$ cat src/rtl/ads_pkg.sv
// Package: shared defaults for the delta-sigma PWM audio output.
// Assumes: PERIOD is even, so that double stepping divides it exactly.
package ads_pkg;
    parameter int ADS_SAMPLE_W = 14;  // full sample width
    parameter int ADS_FRAC_W   = 4;   // fraction bits that the accumulator dithers
    parameter int ADS_PERIOD   = 800; // counter steps per PWM period
endpackage

$ cat src/rtl/ads_period_cnt.sv
// ads_period_cnt: free-running period counter. It advances one step per clock,
// or two steps when dbl_step is high, and wraps to zero once it would reach
// PERIOD. It flags the last clock of a period (wrap) and the first (start).
// Assumes: PERIOD >= 4 and even.
module ads_period_cnt #(
    parameter int PERIOD = 800,
    parameter int CNT_W  = $clog2(PERIOD)
) (
    input  logic             clk,
    input  logic             rst_n,
    input  logic             dbl_step,
    output logic [CNT_W-1:0] cnt_q,
    output logic             wrap,
    output logic             start
);
    logic [CNT_W:0] nxt_w;

    // Next count before wrapping, one bit wider so the compare cannot overflow.
    always_comb begin
        nxt_w = {1'b0, cnt_q} + {{(CNT_W-1){1'b0}}, dbl_step, ~dbl_step};
        wrap  = (nxt_w >= (CNT_W+1)'(PERIOD));
        start = (cnt_q == '0);
    end

    // Counter register: reset to zero, wrap at the end of each period.
    always_ff @(posedge clk) begin
        if (!rst_n)    cnt_q <= '0;
        else if (wrap) cnt_q <= '0;
        else           cnt_q <= nxt_w[CNT_W-1:0];
    end

    AST_CNT_RANGE:   assert property (@(posedge clk) disable iff (!rst_n)
                         cnt_q < CNT_W'(PERIOD));
    AST_WRAP_ZERO:   assert property (@(posedge clk) disable iff (!rst_n)
                         wrap |=> (cnt_q == '0));
    AST_START_SINGLE: assert property (@(posedge clk) disable iff (!rst_n)
                         start |=> !start);
endmodule

$ cat src/rtl/ads_shaper.sv
// ads_shaper: first-order noise shaper and duty register. At each period
// boundary (load) it adds the fraction to a FRAC_W-bit accumulator, adds the
// carry-out to the integer part, saturates the result at PERIOD and holds it
// as the duty for the coming period.
// Assumes: load is high for exactly the last clock of each period.
module ads_shaper #(
    parameter int SAMPLE_W = 14,
    parameter int FRAC_W   = 4,
    parameter int PERIOD   = 800,
    parameter int DUTY_W   = $clog2(PERIOD + 1),
    parameter int INT_W    = SAMPLE_W - FRAC_W
) (
    input  logic                clk,
    input  logic                rst_n,
    input  logic                load,
    input  logic [SAMPLE_W-1:0] samp,
    output logic [DUTY_W-1:0]   duty_q
);
    localparam int RAW_W = INT_W + 1;

    logic [FRAC_W-1:0] acc_q;
    logic [FRAC_W:0]   frac_sum;
    logic [RAW_W-1:0]  raw_duty;
    logic [DUTY_W-1:0] clip_duty;

    // Fraction sum with its carry, and integer part plus that carry.
    always_comb begin
        frac_sum = {1'b0, acc_q} + {1'b0, samp[FRAC_W-1:0]};
        raw_duty = {1'b0, samp[SAMPLE_W-1:FRAC_W]} + {{INT_W{1'b0}}, frac_sum[FRAC_W]};
    end

    // Saturate only when the integer range can exceed the period length.
    generate
        if ((1 << INT_W) > PERIOD) begin : g_clip
            always_comb begin
                if (raw_duty > RAW_W'(PERIOD)) clip_duty = DUTY_W'(PERIOD);
                else                           clip_duty = DUTY_W'(raw_duty);
            end
        end else begin : g_noclip
            always_comb clip_duty = DUTY_W'(raw_duty);
        end
    endgenerate

    // Accumulator and duty registers, updated once per period.
    always_ff @(posedge clk) begin
        if (!rst_n) begin
            acc_q  <= '0;
            duty_q <= '0;
        end else if (load) begin
            acc_q  <= frac_sum[FRAC_W-1:0];
            duty_q <= clip_duty;
        end
    end

    AST_DUTY_CLIP: assert property (@(posedge clk) disable iff (!rst_n)
                       duty_q <= DUTY_W'(PERIOD));
    AST_DUTY_HOLD: assert property (@(posedge clk) disable iff (!rst_n)
                       !load |=> $stable(duty_q));
endmodule

$ cat src/rtl/pwm_ds_audio.sv
// pwm_ds_audio: one-bit PWM audio output with delta-sigma fraction dithering.
// Holds the last valid sample, applies it at the next period start, and drives
// the output high while the period counter is below the latched duty.
// Assumes: the sample producer watches new_period_o and may present a sample
// at any time; a sample arriving mid-period waits for the next boundary.
module pwm_ds_audio #(
    parameter int SAMPLE_W = ads_pkg::ADS_SAMPLE_W,
    parameter int FRAC_W   = ads_pkg::ADS_FRAC_W,
    parameter int PERIOD   = ads_pkg::ADS_PERIOD
) (
    input  logic                clk,
    input  logic                rst_n,
    input  logic [SAMPLE_W-1:0] sample_i,
    input  logic                sample_vld_i,
    input  logic                dbl_step_i,
    output logic                audio_o,
    output logic                new_period_o
);
    localparam int CNT_W  = $clog2(PERIOD);
    localparam int DUTY_W = $clog2(PERIOD + 1);

    logic [SAMPLE_W-1:0] samp_q;
    logic [CNT_W-1:0]    cnt_q;
    logic [DUTY_W-1:0]   duty_q;
    logic                wrap;
    logic                start;

    // Sample holding register, written only by a valid strobe.
    always_ff @(posedge clk) begin
        if (!rst_n)            samp_q <= '0;
        else if (sample_vld_i) samp_q <= sample_i;
    end

    ads_period_cnt #(.PERIOD(PERIOD), .CNT_W(CNT_W)) i_cnt (
        .clk      (clk),
        .rst_n    (rst_n),
        .dbl_step (dbl_step_i),
        .cnt_q    (cnt_q),
        .wrap     (wrap),
        .start    (start)
    );

    ads_shaper #(.SAMPLE_W(SAMPLE_W), .FRAC_W(FRAC_W), .PERIOD(PERIOD),
                 .DUTY_W(DUTY_W)) i_shaper (
        .clk    (clk),
        .rst_n  (rst_n),
        .load   (wrap),
        .samp   (samp_q),
        .duty_q (duty_q)
    );

    // Output compare against the duty, and the start-of-period strobe.
    always_comb begin
        audio_o      = (DUTY_W'(cnt_q) < duty_q);
        new_period_o = start;
    end

    AST_OUT_FULL:  assert property (@(posedge clk) disable iff (!rst_n)
                       (duty_q == DUTY_W'(PERIOD)) |-> audio_o);
    AST_OUT_ZERO:  assert property (@(posedge clk) disable iff (!rst_n)
                       (duty_q == '0) |-> !audio_o);
    AST_SAMP_HOLD: assert property (@(posedge clk) disable iff (!rst_n)
                       !sample_vld_i |=> $stable(samp_q));
endmodule

$ cat config.mk
export PLATFORM = sky130hd
export DESIGN_NAME = pwm_ds_audio
export DESIGN_NICKNAME = d
export VERILOG_FILES = /design/src/rtl/ads_pkg.sv /design/src/rtl/ads_period_cnt.sv /design/src/rtl/ads_shaper.sv /design/src/rtl/pwm_ds_audio.sv
export SDC_FILE = /design/constraint.sdc
export NUM_CORES = 1
export LEC_CHECK = 0
export ABC_AREA = 1
export BUFFER_PORTS_ARGS = -buffer_cell sky130_fd_sc_hd__buf_4
export CAP_MARGIN = 30
export CORE_ASPECT_RATIO = 1.2
export CORE_MARGIN = 2
export CORE_UTILIZATION = 53
export CTS_CLUSTER_SIZE = 14
export DETAILED_ROUTE_END_ITERATION = 8
export GPL_TIMING_DRIVEN = 0
export HOLD_SLACK_MARGIN = 0.12
export PLACE_DENSITY = 0.75
export SYNTH_ARGS = -nofsm -noshare
export SYNTH_HDL_FRONTEND = slang
export SYNTH_SLANG_ARGS = --single-unit
$ cat constraint.sdc
create_clock -name clk -period 2.32 [get_ports clk]
set_input_delay 0.116 -clock clk [delete_from_list [all_inputs] [get_ports clk]]
set_output_delay 0.116 -clock clk [all_outputs]
set_load 0.01 [all_outputs]
==> impl_results.md <==
- Post-synth top area cell: dfxtp_1
- Synth top cells by count: nand2_1, inv_1, dfxtp_1, nor2_1, nand3_1
- Initial core utilization: 0.556
- Min Tclk post-route: 2.44 ns
- Post-Syn Area per Cell: 6.94 um^2
- Post-route setup slack: -0.119 ns
- Routing usage on met1: 0.234
- Slew @ Worst Pin: 0.405 ns
- Cell Area, Synth: 2210 um^2
- Die area: 4700 um^2
- Placed cell areas: 2420 um^2
- Crit-path max FO: 4
- Combinational family with the most area after synthesis: simple AND/OR/NAND/NOR gates
- Final period util: 1.05
- Number of diodes: 0
- Post-Synth Adder-Cell Area: 0.114
- Sequential Area: 763 um^2
- Gr ovfl total: 0
- Overall die width: 62.9 um
- Drt initial violations: 87
- Post-synth EDFFs: 0
- Critical Path RT: 2.56 ns
- Layout cells sized above 1: 0.206
- VDD IR max: 381 uV
- Crit. End Element: register
- Clock H-tree levels: 2
- Synth Flop Type: dfxtp_1
- Fmax: 410 MHz
- Yosys warning count: 0
- Sequential area share after synthesis: 0.344
- Setup Skew: 0.00610 ns
- Hold_ws: 0.131 ns
- CTS tree: yes
- CTS root buf: clkbuf_8
- Synth area leaders: dfxtp_1, nand2_1, ha_1
- Most Crowded Layer GR: met2
- Flops & latches, synth: 38
- Skew-Pair Late Insertion Delay: 0.30 ns
- Failing checks: setup timing
- CP Class: reg -> reg
- Count leader, synth: nand2_1
- RSZ-0062 raised after global routing: yes
- TritonCTS buffer count: 5
- Outcome: complete, but fails checks
- Worst-path clk slew: 0.07 ns
- Max Cap Violations: 0
- Number of global-route vias before repair: 2092
- Slew headroom: 0.730
- Port Buffers: 19
- Unique masters post-synth: 27
- DRC Markers: 0
- Met3 usage: 0.0284
- Largest stage delay, worst path: 0.36 ns
- Worst path slowest cell: fa_2
- Drt pass-1 iters: 4
- Post-Synthesis Cells: 318
- Area taken by multi-input logic gates: 1410 um^2
- Syn nets: 355
- Hpwl dp: 3430 um
- Core Region: 3970 um^2
- Final Cell Area: 2910 um^2
- Worst-path cell chain: ha_4, inv_2, fa_2, o21ai_4, ha_4, ha_4, nand2_4, inv_2, buf_4, nand4_1, buf_4, a21oi_1, nand4_1, nand2_1
- Vias: 2136
- Filler Cells Inserted: 301
- Clock sink total: 38
- Post-route setup TNS: -0.705 ns
- Global-route wire length before repair: 8440 um
- Async set or reset register ratio after synthesis: 0
- Routed vias/inst: 5.05
- Pwr Total: 1.50 mW
- Util after Layout: 0.732
- PD cells: 516 nW/um^2
- Share of Yosys cell area claimed by the top area cell type: 0.344
- WL final: 5090 um
- Met2 usage: 0.448
- # IOs: 20
- Max-slew violations: 0
- CP dominant cell by count: ha_4
- WL/cell: 12.0 um
- Largest net degree at the start of global routing: 12
- Post-synthesis mux area share: 0
- DIE HEIGHT: 74.7 um
- Total Routing Usage GR: 0.229
- Simple-Gate Fraction of Synth Area: 0.328
- Clk buf depth: 2
- Post-Synth XOR/XNOR Area: 0.0238
- Final Hold Viols: 0
- Hold/Removal Path Class: in -> reg
- Initial antenna violation count: 0
- Worst EP arrival: 2.68 ns
- Critical Path Start Type: register
- Fin nets: 405
- P&R area growth vs syn: 31.7%
- Synth Area in Compound Gates: 0.0924
- DRT antenna net count: 0
- # setup viols final: 8
- P_leak: 1.39 nW
- Cell Rows: 25
- Placer Congestion: 0.899
what timing repair did:
item	CTS	global route
setup endpoints to repair	10	10
buffers inserted	5	3
resized for setup	24	19
pin swaps	12	17
gates cloned	1	0
hold endpoints to repair	13	0
hold buffers	15	0
cell usage in the layout (no fill, tap or decap), drive strengths merged:
| cell type | n |
|---|---|
| inv | 47 |
| dlygate4sd3 | 15 |
| xor2 | 4 |
| clkbuf | 11 |
| nor3 | 2 |
| xnor2 | 2 |
| o21ai | 19 |
| nor4 | 2 |
| nand3 | 22 |
| a21oi | 18 |
| ha | 17 |
| dfxtp | 38 |
| nand3b | 2 |
| nor2 | 41 |
| nand2 | 83 |
| a211oi | 1 |
| nand4 | 12 |
| buf | 29 |
| bufinv | 1 |
| fa | 2 |
| o31ai | 1 |
power by group:
group | total, mW | internal, mW | switching (mW)
logic | 0.237 | 0.117 | 0.120
registers | 0.711 | 0.678 | 0.0333
clock network | 0.553 | 0.322 | 0.231
layout make-up:
class,count,share of cell area
multi-input combinational,228,0.483
clock inverter,1,0.0103
tap,54,0.0232
buffer,6,0.0129
sequential,38,0.262
inverter,47,0.0606
timing repair buffer,42,0.121
clock buffer,7,0.0262
layer usage:
layer	up-vias	wire length (um)	share of wire
met1	954	2090	0.41
met5	-	0	0
met4	0	126	0.025
li1	1125	-	-
met2	45	2690	0.53
met3	12	183	0.036
state kept, by name (all words and copies together), names as in the netlist:
name,count
i_cnt.cnt_q,10
samp_q,14
i_shaper.acc_q,4
i_shaper.duty_q,10
stage by stage:
stage | cells | setup WS, ns
after global routing | 423 | -0.193
after CTS | 420 | -0.130
after floorplan | 318 | 0.00573
after global placement | 391 | -0.343
final | 423 | -0.119
after detailed placement | 391 | -0.458
worst paths after layout:
kind | start | endpoint | slack [ns] | cells after the start
setup / recovery | i_shaper.acc_q[0] | i_shaper.duty_q[6] | -0.12 | 14
hold / removal | sample_vld_i | samp_q[3] | 0.13 | 3
setup reg to reg | i_shaper.acc_q[0] | i_shaper.duty_q[6] | -0.12 | 14
hold reg to reg | i_shaper.duty_q[6] | i_shaper.duty_q[6] | 0.44 | 2
cell families (layout without fill, tap and decap cells):
logic type	count (synthesis)	after routing
buffers and inverters	53	103
flip-flops	38	38
AND/OR/NAND/NOR	163	164
XOR/XNOR	6	6
adder cells (fa/ha/maj)	19	19
AO/OA/AOI/OAI	39	39
critical path, delay by kind of cell, from the launching register on:
family | cells | cell delay (ns)
AOI/OAI and AO/OA | 2 | 0.35
adders and majority gates | 4 | 0.83
buffers and inverters | 4 | 0.40
DFF | 1 | 0.35
and+or+nand+nor | 4 | 0.44
Note: power is estimated with default switching activity, not from simulation.
